==> src/rtl/sds_pkg.sv <==
package sds_pkg;
  typedef enum logic [2:0] {
    ST_IDLE    = 3'd0,
    ST_REQ     = 3'd1,
    ST_WAIT    = 3'd2,
    ST_HOLD_RD = 3'd3,
    ST_HOLD_WR = 3'd4
  } sds_state_e;
endpackage

==> src/rtl/sds_ctrl.sv <==
module sds_ctrl
  import sds_pkg::*;
(
  input  logic       clk,
  input  logic       rst,
  input  logic       acc_data,
  input  logic       acc_wr,
  input  logic       acc_other_wr,
  input  logic       wide_mode,
  input  logic       bus_gnt,
  input  logic       rsp_valid,
  input  logic       rsp_err,
  output sds_state_e state_o,
  output logic       wide_o,
  output logic       op_wr_o,
  output logic       done_o,
  output logic       err_o,
  output logic       cap_low,
  output logic       launch_wr,
  output logic       launch_wide,
  output logic       take_rsp,
  output logic       give_hi,
  output logic       give_zero,
  output logic       clr_hold
);
  sds_state_e st_q, st_n;
  logic wide_q, wide_n, opwr_q, opwr_n;
  logic done_q, done_n, err_q, err_n;

  always_comb begin
    st_n        = st_q;
    wide_n      = wide_q;
    opwr_n      = opwr_q;
    done_n      = 1'b0;
    err_n       = 1'b0;
    cap_low     = 1'b0;
    launch_wr   = 1'b0;
    launch_wide = 1'b0;
    take_rsp    = 1'b0;
    give_hi     = 1'b0;
    give_zero   = 1'b0;
    clr_hold    = 1'b0;
    unique case (st_q)
      ST_IDLE: begin
        if (acc_data) begin
          if (acc_wr && wide_mode) begin
            cap_low = 1'b1;
            done_n  = 1'b1;
            wide_n  = 1'b1;
            st_n    = ST_HOLD_WR;
          end else if (acc_wr) begin
            launch_wr = 1'b1;
            opwr_n    = 1'b1;
            wide_n    = 1'b0;
            st_n      = ST_REQ;
          end else begin
            opwr_n = 1'b0;
            wide_n = wide_mode;
            st_n   = ST_REQ;
          end
        end
      end
      ST_REQ: begin
        if (bus_gnt) st_n = ST_WAIT;
      end
      ST_WAIT: begin
        if (rsp_valid) begin
          done_n   = 1'b1;
          err_n    = rsp_err;
          take_rsp = !opwr_q;
          st_n     = (!rsp_err && !opwr_q && wide_q) ? ST_HOLD_RD : ST_IDLE;
        end
      end
      ST_HOLD_RD: begin
        if (acc_data && !acc_wr) begin
          give_hi = 1'b1;
          done_n  = 1'b1;
          st_n    = ST_IDLE;
        end else if (acc_data) begin
          give_zero = 1'b1;
          done_n    = 1'b1;
          err_n     = 1'b1;
          clr_hold  = 1'b1;
          st_n      = ST_IDLE;
        end else if (acc_other_wr) begin
          clr_hold = 1'b1;
          st_n     = ST_IDLE;
        end
      end
      ST_HOLD_WR: begin
        if (acc_data && acc_wr) begin
          launch_wr   = 1'b1;
          launch_wide = 1'b1;
          opwr_n      = 1'b1;
          st_n        = ST_REQ;
        end else if (acc_data) begin
          give_zero = 1'b1;
          done_n    = 1'b1;
          err_n     = 1'b1;
          clr_hold  = 1'b1;
          st_n      = ST_IDLE;
        end else if (acc_other_wr) begin
          clr_hold = 1'b1;
          st_n     = ST_IDLE;
        end
      end
      default: st_n = ST_IDLE;
    endcase
  end

  always_ff @(posedge clk) begin
    if (rst) begin
      st_q   <= ST_IDLE;
      wide_q <= 1'b0;
      opwr_q <= 1'b0;
      done_q <= 1'b0;
      err_q  <= 1'b0;
    end else begin
      st_q   <= st_n;
      wide_q <= wide_n;
      opwr_q <= opwr_n;
      done_q <= done_n;
      err_q  <= err_n;
    end
  end

  assign state_o = st_q;
  assign wide_o  = wide_q;
  assign op_wr_o = opwr_q;
  assign done_o  = done_q;
  assign err_o   = err_q;


  hi_no_bus_chk: assert property (@(posedge clk) disable iff (rst)
    (st_q == ST_HOLD_RD && acc_data && !acc_wr) |=> (done_q && !err_q && st_q == ST_IDLE));


  mix_reject_chk: assert property (@(posedge clk) disable iff (rst)
    (((st_q == ST_HOLD_RD) && acc_data && acc_wr) || ((st_q == ST_HOLD_WR) && acc_data && !acc_wr))
    |=> (done_q && err_q && st_q == ST_IDLE));


  abandon_wr_chk: assert property (@(posedge clk) disable iff (rst)
    (st_q == ST_HOLD_WR && acc_other_wr) |=> (st_q == ST_IDLE && !done_q));
endmodule

==> src/rtl/sds_data.sv <==
module sds_data #(
  parameter int HALF_W = 32,
  localparam int BUS_W = 2 * HALF_W,
  localparam int STRB_W = BUS_W / 8
) (
  input  logic              clk,
  input  logic              rst,
  input  logic [HALF_W-1:0] wdata,
  input  logic [BUS_W-1:0]  bus_rdata,
  input  logic              rsp_err,
  input  logic              cap_low,
  input  logic              launch_wr,
  input  logic              launch_wide,
  input  logic              take_rsp,
  input  logic              give_hi,
  input  logic              give_zero,
  input  logic              clr_hold,
  output logic [HALF_W-1:0] rdata_o,
  output logic [BUS_W-1:0]  bus_wdata_o,
  output logic [STRB_W-1:0] bus_strb_o
);
  localparam logic [STRB_W-1:0] STRB_LOW  = {{(STRB_W/2){1'b0}}, {(STRB_W/2){1'b1}}};
  localparam logic [STRB_W-1:0] STRB_FULL = {STRB_W{1'b1}};

  logic [HALF_W-1:0] low_q, hi_q;

  always_ff @(posedge clk) begin
    if (rst) begin
      low_q <= '0;
    end else if (cap_low) begin
      low_q <= wdata;
    end else if (clr_hold || launch_wr) begin
      low_q <= '0;
    end
  end

  always_ff @(posedge clk) begin
    if (rst) begin
      hi_q <= '0;
    end else if (take_rsp) begin
      hi_q <= rsp_err ? '0 : bus_rdata[BUS_W-1:HALF_W];
    end else if (give_hi || clr_hold) begin
      hi_q <= '0;
    end
  end

  always_ff @(posedge clk) begin
    if (rst) begin
      rdata_o <= '0;
    end else if (take_rsp) begin
      rdata_o <= rsp_err ? '0 : bus_rdata[HALF_W-1:0];
    end else if (give_hi) begin
      rdata_o <= hi_q;
    end else if (give_zero) begin
      rdata_o <= '0;
    end
  end

  always_ff @(posedge clk) begin
    if (rst) begin
      bus_wdata_o <= '0;
      bus_strb_o  <= '0;
    end else if (launch_wr) begin
      bus_wdata_o <= launch_wide ? {wdata, low_q} : {{HALF_W{1'b0}}, wdata};
      bus_strb_o  <= launch_wide ? STRB_FULL : STRB_LOW;
    end
  end
endmodule

==> src/rtl/split_access_seq.sv <==
module split_access_seq
  import sds_pkg::*;
#(
  parameter int HALF_W = 32,
  parameter int OFF_W = 8,
  parameter logic [OFF_W-1:0] DATA_OFF = 8'h0C,
  localparam int BUS_W = 2 * HALF_W,
  localparam int STRB_W = BUS_W / 8
) (
  input  logic              clk,
  input  logic              rst,
  input  logic              reg_valid,
  input  logic              reg_write,
  input  logic [OFF_W-1:0]  reg_off,
  input  logic [HALF_W-1:0] reg_wdata,
  input  logic              wide_mode,
  output logic              reg_done,
  output logic              reg_err,
  output logic [HALF_W-1:0] reg_rdata,
  output logic              bus_req,
  output logic              bus_we,
  output logic [BUS_W-1:0]  bus_wdata,
  output logic [STRB_W-1:0] bus_strb,
  input  logic              bus_gnt,
  input  logic              bus_rsp_valid,
  input  logic              bus_rsp_err,
  input  logic [BUS_W-1:0]  bus_rdata,
  output logic              busy
);
  logic acc_data, acc_other_wr;
  sds_state_e st;
  logic wide_q, op_wr;
  logic cap_low, launch_wr, launch_wide, take_rsp, give_hi, give_zero, clr_hold;

  assign acc_data     = reg_valid && (reg_off == DATA_OFF);
  assign acc_other_wr = reg_valid && reg_write && (reg_off != DATA_OFF);

  sds_ctrl u_ctrl (
    .clk(clk), .rst(rst),
    .acc_data(acc_data), .acc_wr(reg_write), .acc_other_wr(acc_other_wr),
    .wide_mode(wide_mode), .bus_gnt(bus_gnt),
    .rsp_valid(bus_rsp_valid), .rsp_err(bus_rsp_err),
    .state_o(st), .wide_o(wide_q), .op_wr_o(op_wr),
    .done_o(reg_done), .err_o(reg_err),
    .cap_low(cap_low), .launch_wr(launch_wr), .launch_wide(launch_wide),
    .take_rsp(take_rsp), .give_hi(give_hi), .give_zero(give_zero),
    .clr_hold(clr_hold)
  );

  sds_data #(.HALF_W(HALF_W)) u_data (
    .clk(clk), .rst(rst),
    .wdata(reg_wdata), .bus_rdata(bus_rdata), .rsp_err(bus_rsp_err),
    .cap_low(cap_low), .launch_wr(launch_wr), .launch_wide(launch_wide),
    .take_rsp(take_rsp), .give_hi(give_hi), .give_zero(give_zero),
    .clr_hold(clr_hold),
    .rdata_o(reg_rdata), .bus_wdata_o(bus_wdata), .bus_strb_o(bus_strb)
  );

  assign bus_req = (st == ST_REQ);
  assign bus_we  = op_wr;
  assign busy    = (st == ST_REQ) || (st == ST_WAIT);


  full_strb_chk: assert property (@(posedge clk) disable iff (rst)
    (bus_req && bus_we && wide_q) |-> (bus_strb == {STRB_W{1'b1}}));


  busy_drop_chk: assert property (@(posedge clk) disable iff (rst)
    (busy && !bus_req && bus_rsp_valid) |=> !busy);


  req_hold_chk: assert property (@(posedge clk) disable iff (rst)
    (bus_req && !bus_gnt) |=> (bus_req && $stable(bus_we) && $stable(bus_wdata) && $stable(bus_strb)));
endmodule

==> config.mk <==
export PLATFORM = sky130hd
export DESIGN_NAME = split_access_seq
export DESIGN_NICKNAME = d
export VERILOG_FILES = /design/src/rtl/sds_pkg.sv /design/src/rtl/sds_ctrl.sv /design/src/rtl/sds_data.sv /design/src/rtl/split_access_seq.sv
export SDC_FILE = /design/constraint.sdc
export NUM_CORES = 1
export LEC_CHECK = 0
export BUFFER_PORTS_ARGS = -buffer_cell sky130_fd_sc_hd__buf_2
export CORE_MARGIN = 5
export CORE_UTILIZATION = 51
export CTS_BUF_LIST = sky130_fd_sc_hd__clkbuf_8
export CTS_CLUSTER_SIZE = 16
export DETAILED_ROUTE_END_ITERATION = 16
export PLACE_DENSITY = 0.83
export SYNTH_ARGS = -nofsm -noshare
export SYNTH_HDL_FRONTEND = slang
export SYNTH_SLANG_ARGS = --single-unit
==> constraint.sdc <==
create_clock -name clk -period 2.3 [get_ports clk]
set_input_delay 0.575 -clock clk [delete_from_list [all_inputs] [get_ports clk]]
set_output_delay 0.575 -clock clk [all_outputs]
set_load 0.01 [all_outputs]
### Word level (Yosys, flattened, before mapping)

Index checks and enable logic that the tools add are counted.
Widths: inputs -> output; s select.

| operators by class | value |
|---|---|
| eq/ne operators | 11 |
| reductions and logical operators | 22 |
| bitwise operators | 0 |
| $lt $le $gt $ge | 0 |
| shift operators | 0 |
| div/mod/pow operators | 0 |
| add/subtract/negate cells | 0 |
| multiply operators | 0 |
| multiplexer cells | 54 |

Operators with widths:

| kind | count |
|---|---|
| $mux 32 | 9 |
| $mux 64 | 1 |
| $mux 1 | 27 |
| $mux 3 | 8 |
| $pmux 3 s5 | 1 |
| $eq 8x4->1 const B | 1 |
| $logic_and 1x1->1 | 8 |
| $mux 8 | 1 |
| $ne 8x4->1 const B | 1 |
| $pmux 1 s2 | 4 |
| $eq 3x2->1 const B | 2 |
| $ne 2x1->1 const B | 3 |
| $reduce_bool 2->1 | 3 |
| $ne 2x2->1 const B | 2 |
| $pmux 1 s4 | 1 |
| $reduce_and 4->1 | 1 |
| $eq 3x1->1 const B | 1 |
| $eq 3x3->1 const B | 1 |
| $logic_not 1->1 | 3 |
| $logic_not 3->1 | 1 |
| $logic_or 1x1->1 | 3 |
| $pmux 1 s3 | 1 |
| $reduce_and 3->1 | 1 |
| $reduce_bool 3->1 | 1 |
| 2 further kinds | 2 |

| word-level totals | value |
|---|---|
| memory bits (writable) | 0 |
| register bits after elaboration | 175 |
| bits in read-only memories | 0 |
| output and inout bits | 109 |
| logic and storage cells | 97 |
| memories kept | 0 |
| bits in latches | 0 |
| bits of input ports | 112 |

### Longest topological paths before layout

| logic depth | value |
|---|---|
| depth in word-level cells | 9 |
| gate-level depth with buffers | 8 |

### Hierarchy

Synthesis repeated with hierarchy kept, for this count alone.

| unflattened totals | value |
|---|---|
| cells, all modules | 785 |
| area, all modules | 7,523.5 µm² |

Modules (own cells, without submodules):

| module | times used | cells each | seq. area each (µm²) | area each (µm²) |
|---|---|---|---|---|
| sds_data | 1 | 702 | 3,243.1 | 6,864.1 |
| sds_ctrl | 1 | 75 | 140.1 | 599.3 |
| split_access_seq | 1 | 8 | 0.0 | 60.1 |

### Least setup slack after synthesis

OpenSTA, ideal clock, no wires.

| timing path | value |
|---|---|
| path kind | input-to-reg |
| from | in reg_off[5] |
| to | reg u_data.hi_q[0] |
| data required time | 2.240 ns |
| path slack | 0.140 ns |
| data arrival time | 2.101 ns |
| path buffers | 1 |
| cell stages on the path | 6 |
| path through | or4_4 nor2_8 nand3_2 a311oi_4 buf_6 a22o_1 |

| on the way | value |
|---|---|
| word-level cells in the longest chain between the ends | 8 |

RTL lines:

| what | line | source |
|---|---|---|
| start, declared | split_access_seq.sv:14 | `input logic [OFF_W-1:0] reg_off,` |
| $ne 8x4->1 | split_access_seq.sv:36 | `assign acc_other_wr = reg_valid && reg_write && (reg_off != DATA_OFF);` |
| $logic_and 1x1->1 | split_access_seq.sv:36 |  |
| $mux 1 | sds_ctrl.sv:85, sds_ctrl.sv:102 |  |
| $mux 1 | sds_ctrl.sv:79 | `end else if (acc_data) begin` |
| $mux 1 (on tied branches) | sds_ctrl.sv:91, sds_ctrl.sv:75 |  |
| $pmux 1 s2 | sds_ctrl.sv:43 | `unique case (st_q)` |
| $logic_or 1x1->1 (*) | sds_data.sv:42 | `end else if (give_hi \|\| clr_hold) begin` |
| $reduce_bool 2->1 (no source line) (*) | -- |  |
| end signal, assigned | sds_data.sv:41 | `hi_q <= rsp_err ? '0 : bus_rdata[BUS_W-1:HALF_W];` |
| end, declared | sds_data.sv:25 | `logic [HALF_W-1:0] low_q, hi_q;` |

Every way passes the cells marked *; elsewhere a longest branch is shown, timed or not.
A chain may end at the register's enable or synchronous reset.

### Final worst setup path

| timing path | value |
|---|---|
| from | in reg_off[5] |
| to | reg u_data.low_q[27] |

| on the way | value |
|---|---|
| word-level cells in the longest chain between the ends | 8 |

RTL lines:

| what | line | source |
|---|---|---|
| $ne 8x4->1 | split_access_seq.sv:36 |  |
| $logic_and 1x1->1 | split_access_seq.sv:36 |  |
| $mux 1 | sds_ctrl.sv:85, sds_ctrl.sv:102 |  |
| $mux 1 | sds_ctrl.sv:79 |  |
| $mux 1 (on tied branches) | sds_ctrl.sv:91, sds_ctrl.sv:75 |  |
| $pmux 1 s2 | sds_ctrl.sv:43 |  |
| $logic_or 1x1->1 | sds_data.sv:32 | `end else if (clr_hold \|\| launch_wr) begin` |
| $reduce_bool 2->1 (no source line) | -- |  |
| end signal, assigned | sds_data.sv:31 | `low_q <= wdata;` |
| end, declared | sds_data.sv:25 |  |

Parallel ways exist; a longest one is shown, timed or not.

==> run_results.csv <==
group,metric,value,unit
synth,synth_seq_cells,169,
clocking,cts_hold_buffers,0,
sta,fmax,455,MHz
floorplan,core_area,12100,sq um
global_route,track_usage,0.231,
floorplan,fp.dieH,121,um
setup_path,cpPeakStageDelay,0.58,ns
clocking,cts_tree,"yes",
run_status,status,"completed",
route,via_count,5872,
synth,synth.area.top_cells,"dfxtp_1, a22o_1, a22oi_1",
route,drt-total-wl,17.9,mm
synth,synth_area_leader_cell,"dfxtp_1",
sta,drv_slew,0,
route,drc,0,
power,leakagePower,3.43,nW
route,first_pass_iters,5,
synth,synth_cell_types,49,
synth,synth_top_area_frac,0.538,
floorplan,fp-row-count,40,
clocking,htreeDepth,4,
clocking,cts_num_sinks,169,
placement,dp_cells,984,
synth,synth_cells,635,
setup_path,cp_slowest_cell,"nor4_2",
floorplan,start_util,0.521,
placement,placed_cell_area,7650,sq um
hold_path,min_from,"bus_rdata[50]",
sta,period_share,0.956,
synth,synth-edff-count,0,
synth,synth_flop_cell,"dfxtp_1",
sta,fin_skew,0.00926,ns
synth,yosysWarnings,0,
sta,hold_violations,0,
route,via_per_inst,5.77,
floorplan,die-width,121,um
hold_path,worstHoldPathType,"primary input to flop",
clocking,max-clock-path-buffers,2,
route,postRouteAntennaNets,0,
floorplan,die_area,14700,sq um
floorplan,io-pin-count,221,
global_route,grt_antenna_before_repair,1,
cells_and_area,final_area,8080,sq um
global_route,grt_max_degree,109,
cells_and_area,layout.nets,948,
clocking,cts.clk_slew.worst_paths,0.08,ns
setup_path,crit_buf_inv,2,
route,first_iter_violations,557,
cells_and_area,area_delta_synth_final,28.5,%
setup_path,required,2.62,ns
power,ir_worst_vdd,315,uV
setup_path,r2r-start,"u_ctrl.state_o[1]",
route,drt-wirelength-per-cell,17.6,um
cells_and_area,drive_above_1_share,0.351,
cells_and_area,fin_cells,1018,
clocking,ctsRootBufferMaster,"clkbuf_8",
sta,min_period,2.20,ns
clocking,cts_buffers,17,
sta,grt_setup_unrepaired,"false",
setup_path,critPathLaunchType,"primary input",
setup_path,critical_path.cell_chain,"buf_2, or4_4, buf_4, nor4_2, nor3_4, a22o_1",
placement,dp_hpwl,12.0,mm
synth,ys_seq_area_frac,0.538,
setup_path,critical-path-top-delay-family,"simple AND/OR/NAND/NOR gates",
placement,gp_congestion,0.887,
setup_path,criticalPathCategory,"primary input to flop",
setup_path,cp.arrival,2.52,ns
setup_path,crit_fanout,16,
sta,tightest_slew,0.708,ns
synth,synth_area,6290,sq um
setup_path,startpoint,"reg_off[5]",
global_route,grt_overflow,0,
clocking,clk_latency,0.43,ns
placement,port_buffers,220,
flow_run,cap_violations,0,
setup_path,end_kind,"flop",
global_route,grt_pass1_vias,5631,
synth,syn_area_per_cell,9.91,sq um
global_route,grt_pass1_wl,27.6,mm
synth,syn_nets,747,
power,power_density,650,nW/um^2
synth,synthArstFlopShare,0,
sta,setup_violations,0,
clocking,cts_setup_buffers,0,
sta,maxSlewHeadroom,0.527,
worst reg2reg max path, cell delays in order, from the launching register on:
cell,delay [ns]
dfxtp_1,0.32
buf_4,0.17
or3b_2,0.53
nor4_4,0.33
buf_12,0.27
buf_4,0.21
a22oi_1,0.06
nor2_1,0.12
area by class of cell:
cell class                      count  area (sq um)
Timing Repair Buffer              247          1440
Clock inverter                     12           136
Antenna cell                        2          5.00
Tap cell                          168           210
Sequential cell                   169          3380
Multi-Input combinational cell    400          2640
Fill cell                         949          3980
Inverter                            1          3.75
Clock buffer                       19           262
repair_timing:
action / 4_1_cts / 5_1_grt
resized for setup: 2 / 2
gates cloned: 1 / 0
endpoints found under the setup margin: 32 / 33
pin swaps: 1 / 0
placed cells by master (no fill, tap or decap), types with 2 or more instances in the layout:
cell type / Yosys / routed
a21oi_1: 70 / 70
a22o_1: 64 / 64
a22oi_1: 63 / 63
buf_12: 0 / 11
buf_2: 17 / 219
buf_4: 10 / 17
bufinv_16: 0 / 3
clkbuf_8: 0 / 19
clkinv_2: 0 / 2
clkinv_4: 0 / 2
dfxtp_1: 169 / 169
diode_2: 0 / 2
inv_1: 1 / 6
nand2_1: 68 / 67
nand2b_1: 2 / 2
nand3_1: 6 / 6
nand4bb_1: 2 / 2
nor2_1: 43 / 41
nor2_2: 0 / 2
nor2b_1: 2 / 2
nor3_2: 2 / 2
nor3_4: 0 / 2
nor3b_1: 3 / 2
o21ai_0: 3 / 3
o221ai_1: 34 / 33
or2_2: 4 / 4
or3b_2: 2 / 2
registers in the layout, indices dropped and copies added (netlist names), 2 cells and up:
| name | flops |
|---|---|
| u_data.bus_wdata_o | 64 |
| u_data.rdata_o | 32 |
| u_ctrl.state_o | 3 |
| u_data.hi_q | 32 |
| u_data.bus_strb_o | 2 |
| u_data.low_q | 32 |
synth_stat cells, drive strengths merged (3+ instances only):
library cell / n
o221ai: 34
a22oi: 63
or2: 4
a22o: 64
buf: 30
nor2: 44
clkbuf: 36
nor3b: 4
o21ai: 3
a21oi: 70
dfxtp: 169
nand3: 7
nor3: 4
nor4: 3
nand2: 68
metrics by stage:
stage,total power [mW],hold WS [ns],setup WS [ns],setup TNS [ns],utilization
4_1_cts,5.28,0.314,0.00280,0,0.669
3_3_place_gp,3.20,0.435,-0.488,-22.93,0.634
5_1_grt,5.43,0.321,0.0496,0,0.670
2_1_floorplan,3.06,0.449,0.140,0,-
6_report,5.26,0.342,0.102,0,0.670
3_5_place_dp,3.21,0.443,-0.549,-28.33,0.634
per-layer routing:
layer / vias up / share of wire / track usage
met3: 39 / 0.065 / 0.0448
met2: 278 / 0.51 / 0.392
met4: 0 / 0.025 / 0.103
li1: 2775 / - / -
met1: 2780 / 0.40 / 0.285
met5: - / 0 / 0
path summary, 6_finish.rpt:
check             slack, ns  cells after the start                     end
setup reg to reg       0.23                      7  u_data.bus_wdata_o[62]
hold reg to reg        0.45                      2  u_data.bus_wdata_o[29]
setup / recovery       0.10                      6        u_data.low_q[27]
hold / removal         0.34                      2         u_data.hi_q[18]
logic make-up (layout without fill, tap and decap cells):
kind of cell,Yosys count,in the layout,synth area share
other,0,2,0
buffers and inverters,67,279,0.0529
flip-flops,169,169,0.538
multiplexers,2,2,0.00338
AND/OR/NAND/NOR,149,150,0.114
AO/OA/AOI/OAI,248,248,0.291
power by group:
group	total (mW)	switching, mW	internal [mW]
Combinational	0.222	0.129	0.0933
Clock	2.11	1.00	1.11
Sequential	2.92	0.000628	2.92
(Power assumes the default switching activity.)
